===== config.mk =====
export PLATFORM = sky130hd
export DESIGN_NAME = psram_ctrl
export DESIGN_NICKNAME = d
export VERILOG_FILES = /design/src/rtl/psram_pkg.sv /design/src/rtl/psram_rst_sync.sv /design/src/rtl/psram_cycle_timer.sv /design/src/rtl/psram_lane_unit.sv /design/src/rtl/psram_seq.sv /design/src/rtl/psram_ctrl.sv
export SDC_FILE = /design/constraint.sdc
export NUM_CORES = 1
export LEC_CHECK = 0
export BUFFER_PORTS_ARGS = -buffer_cell sky130_fd_sc_hd__buf_2
export CAP_MARGIN = 20
export CORE_ASPECT_RATIO = 0.8
export CORE_MARGIN = 3
export CORE_UTILIZATION = 30
export DETAILED_ROUTE_END_ITERATION = 10
export REMOVE_ABC_BUFFERS = 1
export SLEW_MARGIN = 20
export SYNTH_ARGS = -nofsm -noshare
export SYNTH_HDL_FRONTEND = slang
export SYNTH_SLANG_ARGS = --single-unit

===== constraint.sdc =====
create_clock -name clk -period 2.51 [get_ports clk]
set_clock_uncertainty 0.15 [all_clocks]
set_input_delay 0.3765 -clock clk [delete_from_list [all_inputs] [get_ports clk]]
set_output_delay 0.3765 -clock clk [all_outputs]
set_load 0.02 [all_outputs]

===== src/rtl/psram_pkg.sv =====
package psram_pkg;

  typedef enum logic [2:0] {
    PS_IDLE  = 3'd0,
    PS_READ  = 3'd1,
    PS_WSET  = 3'd2,
    PS_WPUL  = 3'd3,
    PS_WHOLD = 3'd4
  } psram_phase_e;

  // whole clock cycles covering a time in ns, at least one
  function automatic int unsigned ns_to_cyc(input int unsigned t_ns,
                                            input int unsigned per_ns);
    int unsigned c;
    c = (t_ns + per_ns - 1) / per_ns;
    if (c == 0) c = 1;
    return c;
  endfunction

endpackage


===== src/rtl/psram_rst_sync.sv =====
module psram_rst_sync (
  input  logic clk,
  input  logic rst_n,
  output logic rst_sync_n
);
  logic [1:0] sync_q;

  always_ff @(posedge clk or negedge rst_n) begin
    if (!rst_n) sync_q <= 2'b00;
    else        sync_q <= {sync_q[0], 1'b1};
  end

  assign rst_sync_n = sync_q[1];
endmodule


===== src/rtl/psram_cycle_timer.sv =====
module psram_cycle_timer #(
  parameter int unsigned CNT_W = 4
) (
  input  logic             clk,
  input  logic             rst_n,
  input  logic             load,
  input  logic [CNT_W-1:0] load_val,
  output logic             expired
);
  logic [CNT_W-1:0] cnt_q, cnt_d;
  logic             cnt_en;

  always_comb begin
    cnt_en = 1'b0;
    cnt_d  = cnt_q;
    if (load) begin
      cnt_en = 1'b1;
      cnt_d  = load_val;
    end else if (cnt_q != '0) begin
      cnt_en = 1'b1;
      cnt_d  = cnt_q - 1'b1;
    end
  end

  always_ff @(posedge clk or negedge rst_n) begin
    if (!rst_n)      cnt_q <= '0;
    else if (cnt_en) cnt_q <= cnt_d;
  end

  assign expired = (cnt_q == '0);
endmodule


===== src/rtl/psram_lane_unit.sv =====
module psram_lane_unit #(
  parameter int unsigned LANES  = 2,
  parameter int unsigned DATA_W = 16
) (
  input  logic              active,
  input  logic [LANES-1:0]  lane_en,
  input  logic [DATA_W-1:0] dq_in,
  output logic [LANES-1:0]  lane_n,
  output logic [DATA_W-1:0] dq_masked
);
  localparam int unsigned LW = DATA_W / LANES;

  for (genvar g = 0; g < LANES; g++) begin : g_lane
    assign lane_n[g]               = ~(active & lane_en[g]);
    assign dq_masked[g*LW +: LW]   = lane_en[g] ? dq_in[g*LW +: LW] : '0;
  end
endmodule


===== src/rtl/psram_seq.sv =====
module psram_seq
  import psram_pkg::*;
#(
  parameter int unsigned ADDR_W = 19,
  parameter int unsigned DATA_W = 16,
  parameter int unsigned LANES  = 2,
  parameter int unsigned RD_CYC = 9,
  parameter int unsigned WP_CYC = 7
) (
  input  logic              clk,
  input  logic              rst_n,
  input  logic              req_valid,
  output logic              req_ready,
  input  logic              req_write,
  input  logic [ADDR_W-1:0] req_addr,
  input  logic [DATA_W-1:0] req_wdata,
  input  logic [LANES-1:0]  req_be,
  output logic              rsp_valid,
  output logic [DATA_W-1:0] rsp_rdata,
  output psram_phase_e      phase,
  output logic [ADDR_W-1:0] addr_q,
  output logic [DATA_W-1:0] wdata_q,
  output logic [LANES-1:0]  be_q,
  input  logic [DATA_W-1:0] rd_masked
);
  localparam int unsigned MAXC  = (RD_CYC > WP_CYC) ? RD_CYC : WP_CYC;
  localparam int unsigned CNT_W = $clog2(MAXC + 1);
  localparam logic [CNT_W-1:0] RD_LOAD = CNT_W'(RD_CYC - 1);
  localparam logic [CNT_W-1:0] WP_LOAD = CNT_W'(WP_CYC - 1);

  psram_phase_e      ph_q, ph_d;
  logic              accept, take_req;
  logic              t_load, t_done;
  logic [CNT_W-1:0]  t_val;
  logic              rsp_d, rsp_q;
  logic              cap_en, rdata_en;
  logic [DATA_W-1:0] rdata_d, rdata_q;

  psram_cycle_timer #(.CNT_W(CNT_W)) u_timer (
    .clk      (clk),
    .rst_n    (rst_n),
    .load     (t_load),
    .load_val (t_val),
    .expired  (t_done)
  );

  assign req_ready = (ph_q == PS_IDLE);
  assign accept    = req_valid & req_ready;
  assign take_req  = accept & (|req_be);

  always_comb begin
    ph_d   = ph_q;
    t_load = 1'b0;
    t_val  = '0;
    rsp_d  = 1'b0;
    cap_en = 1'b0;
    unique case (ph_q)
      PS_IDLE: begin
        if (accept) begin
          if (req_be == '0) begin
            rsp_d = 1'b1;
          end else if (req_write) begin
            ph_d = PS_WSET;
          end else begin
            ph_d   = PS_READ;
            t_load = 1'b1;
            t_val  = RD_LOAD;
          end
        end
      end
      PS_READ: begin
        if (t_done) begin
          cap_en = 1'b1;
          rsp_d  = 1'b1;
          ph_d   = PS_IDLE;
        end
      end
      PS_WSET: begin
        ph_d   = PS_WPUL;
        t_load = 1'b1;
        t_val  = WP_LOAD;
      end
      PS_WPUL: begin
        if (t_done) ph_d = PS_WHOLD;
      end
      PS_WHOLD: begin
        rsp_d = 1'b1;
        ph_d  = PS_IDLE;
      end
      default: ph_d = PS_IDLE;
    endcase
  end

  assign rdata_en = rsp_d;
  assign rdata_d  = cap_en ? rd_masked : '0;

  always_ff @(posedge clk or negedge rst_n) begin
    if (!rst_n) begin
      ph_q  <= PS_IDLE;
      rsp_q <= 1'b0;
    end else begin
      ph_q  <= ph_d;
      rsp_q <= rsp_d;
    end
  end

  always_ff @(posedge clk or negedge rst_n) begin
    if (!rst_n)        rdata_q <= '0;
    else if (rdata_en) rdata_q <= rdata_d;
  end

  always_ff @(posedge clk or negedge rst_n) begin
    if (!rst_n) begin
      addr_q  <= '0;
      wdata_q <= '0;
      be_q    <= '0;
    end else if (take_req) begin
      addr_q  <= req_addr;
      wdata_q <= req_wdata;
      be_q    <= req_be;
    end
  end

  assign phase     = ph_q;
  assign rsp_valid = rsp_q;
  assign rsp_rdata = rdata_q;
endmodule


===== src/rtl/psram_ctrl.sv =====
module psram_ctrl
  import psram_pkg::*;
#(
  parameter int unsigned ADDR_W        = 19,
  parameter int unsigned DATA_W        = 16,
  parameter int unsigned CLK_PERIOD_NS = 8,
  parameter int unsigned T_RD_NS       = 70,
  parameter int unsigned T_WP_NS       = 55
) (
  input  logic                clk,
  input  logic                rst_n,
  input  logic                req_valid,
  output logic                req_ready,
  input  logic                req_write,
  input  logic [ADDR_W-1:0]   req_addr,
  input  logic [DATA_W-1:0]   req_wdata,
  input  logic [DATA_W/8-1:0] req_be,
  output logic                rsp_valid,
  output logic [DATA_W-1:0]   rsp_rdata,
  output logic [ADDR_W-1:0]   mem_addr,
  output logic                mem_ce_n,
  output logic                mem_ce2,
  output logic                mem_oe_n,
  output logic                mem_we_n,
  output logic [DATA_W/8-1:0] mem_lane_n,
  output logic [DATA_W-1:0]   mem_dq_o,
  output logic                mem_dq_oe,
  input  logic [DATA_W-1:0]   mem_dq_i
);
  localparam int unsigned LANES  = DATA_W / 8;
  localparam int unsigned RD_CYC = ns_to_cyc(T_RD_NS, CLK_PERIOD_NS);
  localparam int unsigned WP_CYC = ns_to_cyc(T_WP_NS, CLK_PERIOD_NS);

  logic              rst_i_n;
  psram_phase_e      phase;
  logic [ADDR_W-1:0] addr_q;
  logic [DATA_W-1:0] wdata_q;
  logic [LANES-1:0]  be_q;
  logic [DATA_W-1:0] rd_masked;
  logic              busy, wr_phase;

  psram_rst_sync u_rst (
    .clk        (clk),
    .rst_n      (rst_n),
    .rst_sync_n (rst_i_n)
  );

  psram_seq #(
    .ADDR_W (ADDR_W),
    .DATA_W (DATA_W),
    .LANES  (LANES),
    .RD_CYC (RD_CYC),
    .WP_CYC (WP_CYC)
  ) u_seq (
    .clk       (clk),
    .rst_n     (rst_i_n),
    .req_valid (req_valid),
    .req_ready (req_ready),
    .req_write (req_write),
    .req_addr  (req_addr),
    .req_wdata (req_wdata),
    .req_be    (req_be),
    .rsp_valid (rsp_valid),
    .rsp_rdata (rsp_rdata),
    .phase     (phase),
    .addr_q    (addr_q),
    .wdata_q   (wdata_q),
    .be_q      (be_q),
    .rd_masked (rd_masked)
  );

  assign busy     = (phase != PS_IDLE);
  assign wr_phase = (phase == PS_WSET) | (phase == PS_WPUL) | (phase == PS_WHOLD);

  psram_lane_unit #(.LANES(LANES), .DATA_W(DATA_W)) u_lanes (
    .active    (busy),
    .lane_en   (be_q),
    .dq_in     (mem_dq_i),
    .lane_n    (mem_lane_n),
    .dq_masked (rd_masked)
  );

  assign mem_addr  = addr_q;
  assign mem_ce_n  = ~busy;
  assign mem_ce2   = busy;
  assign mem_oe_n  = ~(phase == PS_READ);
  assign mem_we_n  = ~(phase == PS_WPUL);
  assign mem_dq_o  = wdata_q;
  assign mem_dq_oe = wr_phase;
endmodule


==> metrics, run 1 <==
# rows=29; fin worst setup slack=337 ps; Tcrit/Tclk final=0.866; vias=2,030; Slew Limit Fails=0; Multi-input gate area=921 um2; Die Span Y=89.6 um; Yosys reg bits=63; Synth top cells by count=dfrtp_1, mux2_1, nand2_1, o21ai_0, o22ai_1; top fanout value on the critical path=7; xor-xnor portion of the synthesized cell area=0.0100; DRC violation count after routing=0; worst endpoint data arrival time=1650 ps; Gate power share=0.403; Synth Area in Simple Gates=0.0763; ys flop type=dfrtp_1; gpl congestion=0.735; Critical R2R Launch=u_seq.phase[2]; Worst-Skew Late Latency=330 ps; distinct cell type count after synthesis=35; root buf cell=clkbuf_8; sequential share of the synthesized area=0.601; Yosys warning count=0; status=finished, final reports clean; Post-synth EDFFs=0; CTS Buf Count=9; fillers=817; Initial Util=0.320; P_leak=0.00181 uW; DRT Pass-1 Iters=4; Power Dens Cells=1380 nW/um2; Routed Antenna Nets=0; Finish-stage setup viols=0; Area after DPL=3280 um2; initial antenna violation count=0; final hold violation count=0; post-synthesis compound-gate area fraction=0.104; cell area after layout=3550 um2; Setup CP Type=flip-flop to primary output; core area=8200 um2; Sum Neg Setup Slack=0 ps; GRT Overall Usage=0.127; die width=111 um; die area=9910 um2; Antenna Cells=0; top-count cell post-synth=dfrtp_1; I/O Buffers=116; dpl cells=420; # IOs=117; Worst Hold Class=flip-flop to async pin; max frequency=460 MHz; layout cells sized above 1=0.426; Via density=4.65; CTS tree=built; relative slew slack=0.588; first-pass GRT wire length=9980 um; total global routing overflow=0; mapped cell area=2620 um2; register area=1580 um2; Max Buffers Root-to-Sink=2; Adder-Cell Fraction of Synth Area=0.00954; total clock sinks=63; vias in the first global route=1,926; share of the synthesized area in the top cell type=0.601; routed len/inst=14.0 um; Syn Inst Count=208; FF-to-FF path depth=4; fin nets=383; Syn-to-layout area delta=35.5%; post-synthesis mux area share=0.150; Setup crit start=u_seq.phase[2]; largest family of logic cells by synthesized area=multiplexers; crit-path cells=or3_1, inv_1, buf_2; sw frac=0.385; Period minus WS final=2170 ps; peak supply drop=0.495 mV; Setup WS pre-CTS=531 ps; Power Internal=3010 uW; sw power=1880 uW; Starting DRT DRC Count=77; syn avg cell area=12.6 um2; RSZ-0062 raised after global routing=false; Clock transition at path regs=70 ps; Routed WL=6140 um; clock share of power=0.234; cell accounting for the most synthesized area=dfrtp_1; ys async rst share=1.00; pin count of the biggest net entering global routing=41; worst path required time=1980 ps; synth top area cells=dfrtp_1, mux2_1, o22ai_1; Critical Path Sink Type=primary output; Seq pwr share=0.362; Final HPWL DP=4540 um; internal reg-to-reg setup slack=530 ps; htree depth=3; largest stage delay on the critical path=530 ps; Slew @ Worst Pin=617 ps; Non-Filler Instances=437; startpoint types=flip-flop; Crit-path slowest cell=or3_1; max-cap viol count=0; CTS resizes=0; R2R Path End=u_seq.addr_q[3]
-- power by group through the flow --
stage               Sequential, uW  Clock, uW  Combinational [uW]
finish                        1770       1140                1970
global route                  1840       1230                2140
CTS                           1780       1180                2000
detailed placement            1790          0                2000
global placement              1780          0                1970
floorplan                     2280          0                 734
-- critical path, delay by kind of cell, from the launching register on --
family	cells	cell delay [ps]
simple gates	1	530
flops	1	430
buf+inv	2	350
-- layout make-up --
type / count / area share
Inverter: 4 / 0.00422
Clock buffer: 10 / 0.0359
Sequential cell: 63 / 0.444
Clock inverter: 6 / 0.0373
Multi-Input combinational cell: 125 / 0.259
Timing Repair Buffer: 121 / 0.182
Tap cell: 108 / 0.0380
-- layer usage --
layer  routed length (um)  track usage
met1                 2860        0.170
met2                 2710        0.182
met3                  513       0.0630
met4                   57       0.0369
met5                    0            0
-- repair_timing --
action / in CTS / in global routing
setup buffers: 0 / 0
endpoints found under the hold margin: 2 / 0
hold buffers: 1 / 0
-- placed cells by master (no fill, tap or decap), drive strengths merged --
master and count:
a211oi 1, a21bo 2, a21o 1, a21oi 1
a31o 1, and2 1, and2b 1, buf 120
bufinv 4, clkbuf 10, clkinv 1, clkinvlp 1
conb 1, dfrtp 63, dlygate4sd3 1, ha 2
inv 4, mux2 35, nand2 21, nand3 2
nand3b 1, nor2 5, nor3 2, nor3b 2
o21a 1, o21ai 20, o21bai 1, o22ai 16
o31ai 1, or2 1, or3 1, or3b 2
xnor2 1, xor2 2
-- cells by family after synthesis --
| kind of cell | count (synthesis) |
|---|---|
| AND/OR/NAND/NOR | 39 |
| XOR/XNOR | 3 |
| multiplexers | 35 |
| adder cells (fa/ha/maj) | 2 |
| other | 1 |
| AO/OA/AOI/OAI | 45 |
| buffers and inverters | 20 |
| flip-flops | 63 |
-- worst max-delay path by stage --
stage	to	slack, ps	cells past startpoint
after floorplan	u_seq.addr_q[0]	440	3
after global placement	u_seq.wdata_q[9]	560	4
after detailed placement	u_seq.addr_q[6]	530	4
after CTS	req_ready	290	3
after global routing	req_ready	230	3
final	req_ready	340	3
-- stage by stage --
stage | hold WS, ps | power [uW] | util
floorplan | -69.1 | 3010 | -
global placement | 15.1 | 3750 | 0.401
detailed placement | 16.5 | 3790 | 0.401
CTS | 79.6 | 4960 | 0.433
global route | 84.8 | 5210 | 0.433
finish | 91.4 | 4890 | 0.433
-- state kept, by name (all words and copies together), names as in the netlist --
signal	cells
u_seq.addr_q	19
u_seq.rsp_rdata	16
u_seq.wdata_q	16
u_seq.u_timer.cnt_q	4
u_seq.phase	3
u_rst.sync_q	2
u_seq.be_q	2
u_seq.rsp_valid	1
Note: power is estimated with default switching activity, not from simulation.
==> run 2, diff against run 1 <==
--- a/config.mk
+++ b/config.mk
@@ -9,8 +9,9 @@
 export CAP_MARGIN = 20
 export CORE_ASPECT_RATIO = 0.8
 export CORE_MARGIN = 3
-export CORE_UTILIZATION = 30
+export CORE_UTILIZATION = 47
 export DETAILED_ROUTE_END_ITERATION = 10
+export PLACE_DENSITY = 0.8
 export REMOVE_ABC_BUFFERS = 1
 export SLEW_MARGIN = 20
 export SYNTH_ARGS = -nofsm -noshare
==> metrics, run 2 (same netlist as run 1, synthesis figures left out) <==
status=finished, final reports clean; # rows=23 (-21%); DRT Pass-1 Iters=6 (+2); top fanout value on the critical path=7 (unchanged); RSZ-0062 raised after global routing=false; worst path required time=1980 ps (about the same); Worst Hold Class=input pin to flip-flop; Non-Filler Instances=406 (-7.1%); Clock transition at path regs=70 ps (about the same); sw frac=0.415 (+0.0303); sw power=1930 uW (+2.2%); vias in the first global route=2,080 (+8.0%); most frequent cells in the layout=buf_2, dfrtp_1, mux2_1, nand2_1, o21ai_0; Final Core Density=0.664 (+0.230); peak supply drop=0.637 mV (+29%); Routed Antenna Nets=0 (unchanged); routed len/inst=15.9 um (+13%); total clock sinks=63 (unchanged); P_leak=0.00179 uW (-1.1%); Gate power share=0.434 (+0.031); final hold violation count=0 (unchanged); CTS tree=built; Syn-to-layout area delta=31.8%; Antenna Cells=0 (unchanged); Final HPWL DP=4830 um (+6.4%); initial antenna violation count=0 (unchanged); dpl cells=389 (-7.4%); Largest register FFs=19 (unchanged); Seq pwr share=0.385 (+0.023); gpl congestion=0.819 (+12%); Top reg by flops=u_seq.addr_q; Slew @ Worst Pin=645 ps (+27.6 ps); startpoint types=flip-flop; fin nets=385 (+0.52%); Finish-stage setup viols=0 (unchanged); max frequency=458 MHz (-0.47%); # IOs=117 (unchanged); vias=2,046 (+0.79%); worst endpoint data arrival time=1660 ps (about the same); pin count of the biggest net entering global routing=36 (-12%); Max Buffers Root-to-Sink=2 (unchanged); Slew Limit Fails=0 (unchanged); core area=5210 um2 (-36%); clock share of power=0.181 (-0.053); total global routing overflow=0 (unchanged); Period minus WS final=2180 ps (+10.2 ps); Tcrit/Tclk final=0.870 (+0.00408); die width=89.5 um (-19%); htree depth=3 (unchanged); first-pass GRT wire length=9800 um (-1.9%); Via density=5.04 (+8.5%); CTS Buf Count=9 (unchanged); Routed WL=6460 um (+5.3%); layout cells sized above 1=0.429 (+0.00347); commonest non-fill, non-tap cell in the layout=buf_2; Power Dens Cells=1340 nW/um2 (-2.5%); DRC violation count after routing=0 (unchanged); Worst-Skew Late Latency=340 ps (about the same); I/O Buffers=116 (unchanged); max-cap viol count=0 (unchanged); root buf cell=clkbuf_8; Setup CP Type=flip-flop to primary output; Initial Util=0.503 (+0.184); Critical Path Sink Type=primary output; relative slew slack=0.570 (-0.0184); Sum Neg Setup Slack=0 ps (unchanged); Die Span Y=72.8 um (-19%); GRT Overall Usage=0.201 (+0.0744); Starting DRT DRC Count=140 (+82%); die area=6520 um2 (-34%); Power Internal=2710 uW (-9.9%)
run 2: cell count changes in the layout (fill, tap and decap cells not counted):
cell       delta
clkinv_4      +1
clkinv_2      +2
buf_4         +2
bufinv_16     -3
run 2: area by class of cell:
type | count | area, um2
Tap cell | 75 | 93.8
Clock inverter | 6 | 61.3
Inverter | 4 | 15.0
Clock buffer | 10 | 128
Fill cell | 390 | 1750
Multi-Input combinational cell | 125 | 921
Timing Repair Buffer | 123 | 661
Sequential cell | 63 | 1580
run 2: critical path, cell delays in order, from the launching register on:
cell and delay [ps]:
dfrtp_1 430, or3_1 540, inv_1 170, buf_2 180
run 2: worst paths after layout:
kind	start	endpoint	slack, ps	cells past startpoint
max	u_seq.phase[2]	req_ready	330	3
min	req_addr[9]	u_seq.addr_q[9]	100	2
max reg2reg	u_seq.phase[2]	u_seq.addr_q[5]	360	4
min reg2reg	u_rst.sync_q[1]	u_seq.u_timer.cnt_q[2]	130	0
max in group asynchronous	u_rst.sync_q[1]	u_seq.addr_q[4]	1490	1
min in group asynchronous	u_rst.sync_q[1]	u_seq.u_timer.cnt_q[2]	130	0
run 2: per-stage QoR:
stage	hold WS [ps]	setup slack [ps]	cell area, um2	power [uW]
after floorplan	-69.1	437	2510	3010
after global placement	12.6	413	3260	3730
after detailed placement	15.0	370	3260	3820
after CTS	85.8	320	3460	4670
after global routing	99.2	251	3460	4910
final	97.4	327	3460	4640
run 2: per-layer routing:
metal / vias to the layer above / global-route usage / part of all wire
li1: 962 / - / -
met4: 0 / 0.0744 / 0.020
met3: 11 / 0.0756 / 0.073
met1: 985 / 0.234 / 0.39
met5: - / 0 / 0
met2: 88 / 0.339 / 0.51
run 2: power by group through the flow:
stage | Combinational, uW | Sequential [uW] | Clock, uW
finish | 2010 | 1780 | 840
global route | 2170 | 1840 | 895
global placement | 1960 | 1770 | 0
detailed placement | 2020 | 1800 | 0
CTS | 2030 | 1780 | 855
floorplan | 734 | 2280 | 0
run 2: timing repair:
item	in CTS	in global routing
hold buffers	1	0
setup endpoints to repair	0	0
resized for setup	0	0
endpoints found under the hold margin	2	0
setup buffers	0	0
